===== src/rtl/gpio_evt_pkg.sv =====
// Shared constants for the GPIO event unit: register offsets and
// the address width they decode against.
package gpio_evt_pkg;

    localparam int ADDR_W = 8;

    // Offsets are kept where software decodes them.
    localparam logic [ADDR_W-1:0] OFS_TRIG_TYPE = 8'h28;
    localparam logic [ADDR_W-1:0] OFS_EDGE_SEL  = 8'h2C;
    localparam logic [ADDR_W-1:0] OFS_MASK      = 8'h40;
    localparam logic [ADDR_W-1:0] OFS_MASK_SET  = 8'h44;
    localparam logic [ADDR_W-1:0] OFS_MASK_CLR  = 8'h48;
    localparam logic [ADDR_W-1:0] OFS_FLAGS     = 8'h4C;

    // Per-pin trigger mode decoded from trigger-type and edge-select bits.
    typedef enum logic [1:0] {
        TRIG_LEVEL  = 2'b00,
        TRIG_RISE   = 2'b10,
        TRIG_ANY    = 2'b11
    } trig_mode_e;

endpackage


===== src/rtl/gpio_evt_cfg.sv =====
// Configuration registers: trigger type, edge select and enable mask,
// plus the write-one-to-clear vector for the status flags.
// Assumes one write per cycle. The status clear vector is combinational,
// valid only in the write cycle.
module gpio_evt_cfg
    import gpio_evt_pkg::*;
#(
    parameter int WIDTH = 32
) (
    input  logic              clk,
    input  logic              rst_n,
    input  logic              wr_en,
    input  logic [ADDR_W-1:0] wr_addr,
    input  logic [WIDTH-1:0]  wr_data,
    output logic [WIDTH-1:0]  trig_type_q,
    output logic [WIDTH-1:0]  edge_sel_q,
    output logic [WIDTH-1:0]  mask_q,
    output logic [WIDTH-1:0]  flag_clr
);

    logic sel_type;
    logic sel_edge;
    logic sel_mask;
    logic sel_set;
    logic sel_clr;
    logic sel_flags;

    // Decode the write address into one strobe per register.
    always_comb begin
        sel_type  = wr_en && (wr_addr == OFS_TRIG_TYPE);
        sel_edge  = wr_en && (wr_addr == OFS_EDGE_SEL);
        sel_mask  = wr_en && (wr_addr == OFS_MASK);
        sel_set   = wr_en && (wr_addr == OFS_MASK_SET);
        sel_clr   = wr_en && (wr_addr == OFS_MASK_CLR);
        sel_flags = wr_en && (wr_addr == OFS_FLAGS);
    end

    // Write-one-to-clear vector handed to the flag logic.
    always_comb begin
        flag_clr = sel_flags ? wr_data : '0;
    end

    // Trigger type register.
    always_ff @(posedge clk) begin
        if (!rst_n)        trig_type_q <= '0;
        else if (sel_type) trig_type_q <= wr_data;
    end

    // Edge select register.
    always_ff @(posedge clk) begin
        if (!rst_n)        edge_sel_q <= '0;
        else if (sel_edge) edge_sel_q <= wr_data;
    end

    // Enable mask with direct, OR-in and clear-out write paths.
    always_ff @(posedge clk) begin
        if (!rst_n)        mask_q <= '0;
        else if (sel_mask) mask_q <= wr_data;
        else if (sel_set)  mask_q <= mask_q | wr_data;
        else if (sel_clr)  mask_q <= mask_q & ~wr_data;
    end

    AST_MASK_SET_OR: assert property (@(posedge clk) disable iff (!rst_n)
        sel_set |=> ((mask_q & $past(wr_data)) == $past(wr_data)));
    AST_MASK_CLR_AND: assert property (@(posedge clk) disable iff (!rst_n)
        sel_clr |=> ((mask_q & $past(wr_data)) == '0));
    AST_MASK_SET_KEEP: assert property (@(posedge clk) disable iff (!rst_n)
        sel_set |=> ((mask_q & $past(mask_q)) == $past(mask_q)));

endmodule


===== src/rtl/gpio_evt_detect.sv =====
// Per-pin event detection and sticky status flags.
// Each pin keeps a copy of data-in from the previous edge. The copy is
// reloaded on every clock, reset included, so no edge is invented
// afterwards. Assumes din is synchronous to clk.
module gpio_evt_detect
    import gpio_evt_pkg::*;
#(
    parameter int WIDTH = 32
) (
    input  logic             clk,
    input  logic             rst_n,
    input  logic [WIDTH-1:0] din,
    input  logic [WIDTH-1:0] trig_type,
    input  logic [WIDTH-1:0] edge_sel,
    input  logic [WIDTH-1:0] flag_clr,
    output logic [WIDTH-1:0] flags_q
);

    logic [WIDTH-1:0] prev_din;

    for (genvar i = 0; i < WIDTH; i++) begin : g_pin
        trig_mode_e mode;
        logic       prev_q;
        logic       flag_q;
        logic       hit;

        // Decode this pin's trigger mode; edge select matters only in edge mode.
        always_comb begin
            if (!trig_type[i])    mode = TRIG_LEVEL;
            else if (edge_sel[i]) mode = TRIG_ANY;
            else                  mode = TRIG_RISE;
        end

        // Decide whether the current sample matches the pin's trigger.
        always_comb begin
            unique case (mode)
                TRIG_LEVEL: hit = din[i];
                TRIG_RISE:  hit = din[i] & ~prev_q;
                TRIG_ANY:   hit = din[i] ^ prev_q;
                default:    hit = 1'b0;
            endcase
        end

        // Track the previous sample on every edge, reset included.
        always_ff @(posedge clk) begin
            prev_q <= din[i];
        end

        // Sticky flag: a new hit wins over a same-cycle clear.
        always_ff @(posedge clk) begin
            if (!rst_n) flag_q <= 1'b0;
            else        flag_q <= (flag_q & ~flag_clr[i]) | hit;
        end

        assign flags_q[i]  = flag_q;
        assign prev_din[i] = prev_q;
    end

    AST_FLAG_STICKY: assert property (@(posedge clk) disable iff (!rst_n)
        1'b1 |=> (($past(flags_q & ~flag_clr) & ~flags_q) == '0));
    AST_LEVEL_SETS: assert property (@(posedge clk) disable iff (!rst_n)
        1'b1 |=> (($past(~trig_type & din) & ~flags_q) == '0));
    AST_EDGE_QUIET: assert property (@(posedge clk) disable iff (!rst_n)
        1'b1 |=> (($past(trig_type & ~(din ^ prev_din)) & flags_q & ~$past(flags_q)) == '0));
    AST_RISE_ONLY: assert property (@(posedge clk) disable iff (!rst_n)
        1'b1 |=> (($past(trig_type & ~edge_sel & ~din) & flags_q & ~$past(flags_q)) == '0));

endmodule


===== src/rtl/gpio_evt_irq.sv =====
// Interrupt combiner: masks the status flags and ORs them into one line.
// Purely combinational, so a mask change shows on irq as soon as the
// mask register updates.
module gpio_evt_irq #(
    parameter int WIDTH = 32
) (
    input  logic [WIDTH-1:0] flags,
    input  logic [WIDTH-1:0] mask,
    output logic             irq
);

    // Reduce the masked flags to a single request.
    always_comb begin
        irq = |(flags & mask);
    end

endmodule


===== src/rtl/gpio_evt_unit.sv =====
// Top of the GPIO event unit: configuration registers, per-pin detection,
// interrupt combiner and the combinational read mux.
// Assumes din has already been resolved and filtered upstream.
module gpio_evt_unit
    import gpio_evt_pkg::*;
#(
    parameter int WIDTH = 32
) (
    input  logic              clk,
    input  logic              rst_n,
    input  logic              wr_en,
    input  logic [ADDR_W-1:0] wr_addr,
    input  logic [WIDTH-1:0]  wr_data,
    input  logic [ADDR_W-1:0] rd_addr,
    output logic [WIDTH-1:0]  rd_data,
    input  logic [WIDTH-1:0]  din,
    output logic              irq
);

    logic [WIDTH-1:0] trig_type_q;
    logic [WIDTH-1:0] edge_sel_q;
    logic [WIDTH-1:0] mask_q;
    logic [WIDTH-1:0] flag_clr;
    logic [WIDTH-1:0] flags_q;

    gpio_evt_cfg #(.WIDTH(WIDTH)) u_cfg (
        .clk         (clk),
        .rst_n       (rst_n),
        .wr_en       (wr_en),
        .wr_addr     (wr_addr),
        .wr_data     (wr_data),
        .trig_type_q (trig_type_q),
        .edge_sel_q  (edge_sel_q),
        .mask_q      (mask_q),
        .flag_clr    (flag_clr)
    );

    gpio_evt_detect #(.WIDTH(WIDTH)) u_detect (
        .clk       (clk),
        .rst_n     (rst_n),
        .din       (din),
        .trig_type (trig_type_q),
        .edge_sel  (edge_sel_q),
        .flag_clr  (flag_clr),
        .flags_q   (flags_q)
    );

    gpio_evt_irq #(.WIDTH(WIDTH)) u_irq (
        .flags (flags_q),
        .mask  (mask_q),
        .irq   (irq)
    );

    // Select the register named by the read address; unmapped reads give 0.
    always_comb begin
        unique case (rd_addr)
            OFS_TRIG_TYPE: rd_data = trig_type_q;
            OFS_EDGE_SEL:  rd_data = edge_sel_q;
            OFS_MASK,
            OFS_MASK_SET,
            OFS_MASK_CLR:  rd_data = mask_q;
            OFS_FLAGS:     rd_data = flags_q;
            default:       rd_data = '0;
        endcase
    end

    AST_IRQ_HOLD: assert property (@(posedge clk) disable iff (!rst_n)
        (irq && !wr_en) |=> irq);
    AST_IRQ_NEEDS_FLAG: assert property (@(posedge clk) disable iff (!rst_n)
        (flags_q == '0) |-> !irq);
    AST_IRQ_NEEDS_MASK: assert property (@(posedge clk) disable iff (!rst_n)
        (mask_q == '0) |-> !irq);

endmodule


===== config.mk =====
export PLATFORM = sky130hd
export DESIGN_NAME = gpio_evt_unit
export DESIGN_NICKNAME = d
export VERILOG_FILES = /design/src/rtl/gpio_evt_pkg.sv /design/src/rtl/gpio_evt_cfg.sv /design/src/rtl/gpio_evt_detect.sv /design/src/rtl/gpio_evt_irq.sv /design/src/rtl/gpio_evt_unit.sv
export SDC_FILE = /design/constraint.sdc
export NUM_CORES = 1
export LEC_CHECK = 0
export BUFFER_PORTS_ARGS = -buffer_cell sky130_fd_sc_hd__buf_2
export CAP_MARGIN = 30
export CORE_MARGIN = 3
export CORE_UTILIZATION = 50
export CTS_CLUSTER_SIZE = 16
export DETAILED_ROUTE_END_ITERATION = 8
export PLACE_DENSITY = 0.71
export SKIP_CTS_REPAIR_TIMING = 1
export SYNTH_ARGS = -nofsm -noshare
export SYNTH_HDL_FRONTEND = slang
export SYNTH_SLANG_ARGS = --single-unit

===== constraint.sdc =====
create_clock -name clk -period 2 [get_ports clk]
set_clock_uncertainty 0.15 [all_clocks]
set_input_delay 0.1 -clock clk [delete_from_list [all_inputs] [get_ports clk]]
set_output_delay 0.1 -clock clk [all_outputs]
set_load 0.01 [all_outputs]

==> results by group, run 1 <==
Status
  – Status: complete, but fails checks
  – Failing checks: hold timing, setup timing

STA
  – Final Cycle Share: 105%
  – Setup_tns: -0.102 ns
  – Max-slew violation count: 0
  – Peak Freq: between 400 and 500 MHz
  – Final hold vios: 1
  – Slew HR: roughly two thirds
  – Unrepaired setup endpoints after global routing: yes
  – Hold WS: -0.0110 ns
  – Fin crit period: around 2.1 ns
  – Final WS setup: -0.102 ns
  – Final setup viols: 1
  – Worst slew pin tran: 0.497 ns

CTS
  – CTS sink count: 160
  – CTS tree: yes
  – CTS root buffer: clkbuf_16
  – CTS Buf Count: 17
  – Worst-skew pair later-pin latency: 0.43 ns
  – H-tree Lvls: 4
  – Clock transition at path regs: roughly 0.060 ns
  – Longest Clk Path Bufs: 2

Synth
  – Mapped Nets: approximately 1,000
  – Synth Cell Area: between 8000 and 9000 um^2
  – Synth Register Bits: 160
  – Ys async rst share: 0%
  – Gate count after technology mapping: approximately 900
  – Post-synth top area share: 39.0%
  – Top post-synthesis cells by count: dfxtp_1 (160), mux2i_1 (102), nand2_1 (99), nand2b_1 (64), nand3_1 (54)
  – Synth area leader: dfxtp_1
  – Syn Area/Cell: ~9.1 um^2
  – Ys Warns: 0
  – Sequential fraction of the synthesis area: 39.0%
  – Post-synth cell types: 39
  – Top post-synthesis cells by area: dfxtp_1 (39%), mux2i_1 (12%), ha_1 (4.9%)
  – Most frequent cell after synthesis: dfxtp_1
  – Top_reg_cell synth: dfxtp_1
  – EDFF count, synth: 0

Global route
  – Number of global-route vias before repair: roughly 7,000
  – Largest net degree at the start of global routing: 73
  – Remaining Overflow, GRT: 0
  – Global-route wire length before repair: 35.7 mm
  – Total GRT Usage: approximately 25%
  – Initial antenna violation count: 0

Placement
  – Gp weighted congestion: between 0.8 and 0.9
  – Post-DP Area: around 9000 um^2
  – Hpwl dp: 15.1 mm
  – Buffers on Ports: ~120
  – Dpl ws: approximately 0.21 ns
  – Dpl cells: 1,189

Die
  – Starting Density: slightly above 50%
  – Row cnt: 46
  – Io pins: roughly 120
  – Core ar.: roughly 16,000 um^2
  – Die ar.: roughly 18,000 um^2
  – Die span in y: 134 um
  – Die X: roughly 130 um

Routing
  – Metal-1 WL: between 10 and 15 mm
  – Top Metal Used: met4
  – Wire length on met3: roughly 1.4 mm
  – Residual DRC count: 0
  – Starting DRT DRC Count: between 600 and 700
  – Wire length on met2: between 10 and 15 mm
  – Total number of vias: 7,497
  – Wire per inst: 18.1 um
  – First-pass DRT Iterations: 5
  – Overall routed net length: approximately 23 mm
  – Via-per-instance ratio: between 5 and 6
  – Post-DRT Antenna Nets: 0

Final layout
  – Fillers: 1,331
  – Post-route cell area: about 10,000 um^2
  – Share of layout cells above drive strength 1: roughly a fifth
  – Non-filler cells, final: 1,293
  – ANT cells: 0
  – Syn-to-layout area delta: 27.1%
  – Nets: between 1,000 and 1,500

Critical path
  – Crit. End Element: output port
  – WP data required: 1.75 ns
  – R2R depth: 5
  – WS Path Type: reg -> out
  – Critical path data arrival time: 1.85 ns
  – Reg-to-reg endpoint: u_detect.g_pin[2].flag_q
  – R2R setup slack: between 0.6 and 0.7 ns
  – RR Startpoint: u_detect.g_pin[2].prev_q
  – Largest fanout on the critical path: 3
  – Element type at the critical path start: register

Power
  – Power Density: around 720 nW/um^2
  – Total power: between 7 and 8 mW
  – P_leak: 4.71 nW
  – VDD IR max: between 0.5 and 0.6 mV

Hold path
  – Worst Hold Endpoint: u_cfg.trig_type_q[8]
  – Worst Hold Depth: 3
  – HP Class: in -> reg
  – Hold_sp: wr_addr[2]

Flow run
  – Maxcap violations: 0
## layer usage
| metal | global-route usage, % | vias up |
|---|---|---|
| li1 | - | 3635 |
| met1 | 33.3 | 3578 |
| met2 | 41.1 | 258 |
| met3 | 6.08 | 26 |
| met4 | 6.90 | 0 |
| met5 | 0 | - |
## final cells by class
class	count	area (um^2)	share of cell area [%]
multi-input combinational	642	4680	44.8
sequential	160	3210	30.7
timing repair buffer	210	1550	14.8
clock buffer	21	450	4.31
tap	216	270	2.59
clock inverter	11	163	1.56
inverter	33	124	1.19
## cell usage in the layout (no fill, tap or decap), types with 12 or more instances in the layout
cell	count
nand3_1	53
mux2i_1	102
o22ai_1	19
a21oi_1	32
clkbuf_16	17
nor2_1	32
dfxtp_1	153
buf_2	114
buf_4	18
nand3b_1	12
nand2b_1	64
inv_1	33
ha_1	32
a221o_1	32
nor3b_1	33
a31o_2	32
o31ai_1	32
dlygate4sd3_1	71
nand2_1	98
## critical path: stages (launching register included)
cell	delay, ns
dfxtp_1	0.36
a22oi_2	0.24
nand4_1	0.14
or4_4	0.55
buf_6	0.14
## worst max-delay path by stage
| stage | startpoint | end |
|---|---|---|
| 6_report | u_detect.g_pin[29].flag_q | irq |
| 5_1_grt | register | irq |
| 4_1_cts | u_detect.g_pin[30].flag_q | irq |
| 3_5_place_dp | rd_addr[1] | rd_data[29] |
| 3_3_place_gp | rd_addr[1] | rd_data[29] |
| 2_1_floorplan | wr_addr[5] | register |
## per-stage QoR
step | utilization [%] | hold WS [ns]
after floorplan | - | -0.0223
after global placement | 56.5 | 0.0853
after detailed placement | 56.5 | 0.0839
after CTS | 60.4 | -0.363
after global routing | 65.3 | 0.00420
final | 65.3 | -0.0110
## power breakdown
group / leakage, nW / switching, mW / internal, mW
clock network: 0.293 / 1.32 / 2.11
registers: 1.31 / 0.0613 / 3.27
logic: 3.10 / 0.423 / 0.367
## logic make-up after synthesis
| logic type | count (synthesis) | synth area share, % |
|---|---|---|
| simple gates | 317 | 20.7 |
| mux | 102 | 12.4 |
| flops | 160 | 39.0 |
| compound gates | 191 | 18.1 |
| buf+inv | 97 | 4.93 |
| fa+ha+maj | 32 | 4.87 |
Power figures use the tool's default switching activity.
==> run 2, diff against run 1 <==
Settings changed: ABC_AREA from default to 1, CAP_MARGIN 30 to default, PLACE_DENSITY 0.71 to 0.7, SYNTH_HIERARCHICAL from default to 1.
==> run 2 against run 1 <==
  * Highest routed layer unchanged
  * Core utilization is 5.6 points lower
  * Worst setup slack better by 0.30 ns
  * Largest power group is now sequential cells
  * Power is 5.2% lower
  * Register-to-register slack better by 0.13 ns
  * Combinational power is 8.7% lower
  * The flow now finishes without violations
==> results by group, run 2 <==
Final layout
  – Nets: 1,792 (+52%)
  – Share of layout cells above drive strength 1: 10.8% (-10 points)
  – Commonest non-fill, non-tap cell in the layout: nand2_1
  – Syn-to-layout area delta: 16.7%
  – Post-route cell area: 11,200 um^2 (+7.2%)
  – Most frequent cells in the layout: nand2_1 (508), nor2_1 (240), inv_1 (206), nand3_1 (196), dfxtp_1 (160)
  – ANT cells: 0 (unchanged)

Routing
  – Wire per inst: 13.4 um (-26%)
  – Wire length on met3: 1.58 mm (+10%)
  – Residual DRC count: 0 (unchanged)
  – Overall routed net length: 25.7 mm (+10%)
  – Total number of vias: 9,547 (+27%)
  – First-pass DRT Iterations: 5 (unchanged)
  – Via-per-instance ratio: 4.96 (-14%)
  – Metal-1 WL: 12.0 mm (+16%)
  – Top Metal Used: met4
  – Wire length on met2: 11.8 mm (+5.0%)
  – Post-DRT Antenna Nets: 0 (unchanged)
  – Starting DRT DRC Count: 606 (-6.6%)

Synth
  – Top_reg_cell synth: dfxtp_1
  – Synth Register Bits: 160 (unchanged)
  – Gate count after technology mapping: 1,567 (+74%)
  – Synth Cell Area: 9600 um^2 (+17%)
  – Ys async rst share: 0% (unchanged)
  – EDFF count, synth: 0 (unchanged)
  – Sequential fraction of the synthesis area: 33.4% (-5.6 points)
  – Ys Warns: 6 (+6)
  – Synth area leader: dfxtp_1
  – Top post-synthesis cells by count: nand2_1 (508), nor2_1 (240), inv_1 (206), nand3_1 (196), dfxtp_1 (160)
  – Post-synth cell types: 20 (-49%)
  – Syn Area/Cell: 6.12 um^2 (-33%)
  – Top post-synthesis cells by area: dfxtp_1 (33%), nand2_1 (20%), nand3_1 (10%)
  – Post-synth top area share: 33.4% (-5.6 points)
  – Mapped Nets: 1,682 (+66%)
  – Most frequent cell after synthesis: nand2_1

STA
  – Worst slew pin tran: 0.782 ns (+0.285 ns)
  – Slew HR: 47.8% (-19 points)
  – Final Cycle Share: 90.1% (-15 points)
  – Final setup viols: 0 (-1)
  – Fin crit period: 1.80 ns (-0.301 ns)
  – Setup_tns: 0 ns (+0.102 ns)
  – Max-slew violation count: 0 (unchanged)
  – Final hold vios: 0 (-1)
  – Peak Freq: 555 MHz (+17%)
  – Unrepaired setup endpoints after global routing: no

Global route
  – Initial antenna violation count: 0 (unchanged)
  – Total GRT Usage: 24.4% (-0.70 points)
  – Global-route wire length before repair: 40.5 mm (+13%)
  – Remaining Overflow, GRT: 0 (unchanged)
  – Largest net degree at the start of global routing: 81 (+11%)
  – Number of global-route vias before repair: 8,243 (+19%)

Critical path
  – CP max-delay cell: dfxtp_1
  – CP startpoint: u_detect/g_pin[26].flag_q
  – R2R depth: 7 (+2)
  – Crit. End Element: output port
  – Max stage delay on crit path: 0.33 ns (-0.22 ns)
  – Critical path cell sequence: nand2_1, nand2_1, nor2_1, nand2_1, nor2_1, nand2_1, buf_2
  – Critical path data arrival time: 1.55 ns (-0.30 ns)
  – Largest fanout on the critical path: 3 (unchanged)
  – Crit path top cell by count: nand2_1
  – WP data required: 1.75 ns (about the same)
  – WP buf/inv: 1 (unchanged)
  – WS Path Type: reg -> out
  – R2R setup slack: 0.80 ns (+0.13 ns)
  – Top delay family on crit path: simple AND/OR/NAND/NOR gates
  – Reg-to-reg endpoint: u_detect/g_pin[6].flag_q
  – Element type at the critical path start: register
  – RR Startpoint: u_detect/g_pin[6].prev_q

Die
  – Io pins: 116 (unchanged)
  – Die span in y: 145 um (+7.7%)
  – Core ar.: 18,800 um^2 (+17%)
  – Die ar.: 20,900 um^2 (+16%)
  – Die X: 145 um (+7.7%)
  – Starting Density: 51.1% (-0.23 points)
  – Row cnt: 50 (+8.7%)

Placement
  – Buffers on Ports: 115 (unchanged)
  – Hpwl dp: 15.5 mm (+2.8%)
  – Post-DP Area: 9990 um^2 (+10%)
  – Gp weighted congestion: 0.798 (-3.2%)

Flow run
  – Maxcap violations: 0 (unchanged)

Hold path
  – Worst Hold Endpoint: u_cfg/trig_type_q[25]
  – Worst Hold Depth: 5 (+2)
  – HP Class: in -> reg
  – Hold_sp: wr_addr[6]

CTS
  – Worst-skew pair later-pin latency: 0.42 ns (about the same)
  – H-tree Lvls: 4 (unchanged)
  – CTS root buffer: clkbuf_16
  – Clock transition at path regs: 0.06 ns (about the same)
  – CTS tree: yes
  – CTS sink count: 160 (unchanged)
  – Longest Clk Path Bufs: 2 (unchanged)
  – CTS Buf Count: 17 (unchanged)

Status
  – Status: completed

Power
  – VDD IR max: 0.598 mV (+0.99%)
  – Power Density: 640 nW/um^2 (-12%)
  – P_leak: 5.48 nW (+16%)
-- run 2: cell types whose count changed in the layout (fill, tap and decap cells not counted), moves of 64 or more --
cell / previous run / this run
nand2_1: 98 / 508
nor2_1: 32 / 240
inv_1: 33 / 206
nand3_1: 53 / 196
mux2i_1: 102 / 0
a21oi_1: 32 / 96
nand2b_1: 64 / 0
-- run 2: area by class of cell --
class	instances	area (um^2)
clock buffer	25	505
clock inverter	6	55.1
fill	1778	7570
inverter	214	803
multi-input combinational	1085	4820
sequential	160	3200
tap	234	293
timing repair buffer	199	1520
-- run 2: worst max-delay path by stage --
stage | to | slack, ns | cells after the start
after floorplan | u_detect/g_pin[25].flag_q | 0.64 | 11
after global placement | u_detect/g_pin[26].flag_q | 0.31 | 12
after detailed placement | u_detect/g_pin[30].flag_q | 0.28 | 12
after CTS | irq | 0.21 | 7
after global routing | irq | 0.13 | 7
final | irq | 0.20 | 7
-- run 2: kinds of logic (layout without fill, tap and decap cells) --
| group | count (synthesis) | in the layout | share of synthesized area (%) |
|---|---|---|---|
| simple gates | 956 | 956 | 40.9 |
| buf+inv | 322 | 444 | 16.5 |
| flops | 160 | 160 | 33.4 |
| compound gates | 97 | 97 | 5.10 |
| fa+ha+maj | 32 | 32 | 4.17 |
-- run 2: power breakdown --
group | switching, mW | internal (mW)
clock | 1.26 | 1.86
sequential | 0.0475 | 3.27
combinational | 0.419 | 0.302
total | 1.73 | 5.44
-- run 2: per-stage QoR --
step | power, mW | hold WS [ns] | cells | util [%] | worst slack [ns]
2_1_floorplan | 3.83 | -0.0223 | 1567 | - | 0.635
3_3_place_gp | 4.00 | 0.0876 | 1827 | 53.2 | 0.306
3_5_place_dp | 4.01 | 0.0899 | 1827 | 53.2 | 0.281
4_1_cts | 7.11 | -0.355 | 1858 | 56.2 | 0.210
5_1_grt | 7.45 | 0.143 | 1923 | 59.7 | 0.129
6_report | 7.16 | 0.135 | 1923 | 59.7 | 0.199
-- run 2: metal layers --
layer	GRT usage, %	vias up
li1	-	4960
met3	3.94	36
met5	0	-
met2	39.8	296
met4	7.56	0
met1	33.2	4255
-- run 2: worst min-delay path: stages --
cell and delay [ns]:
buf_2 0.13, nor4_4 0.07, buf_12 0.17, a21oi_1 0.14, nor2_1 0.05
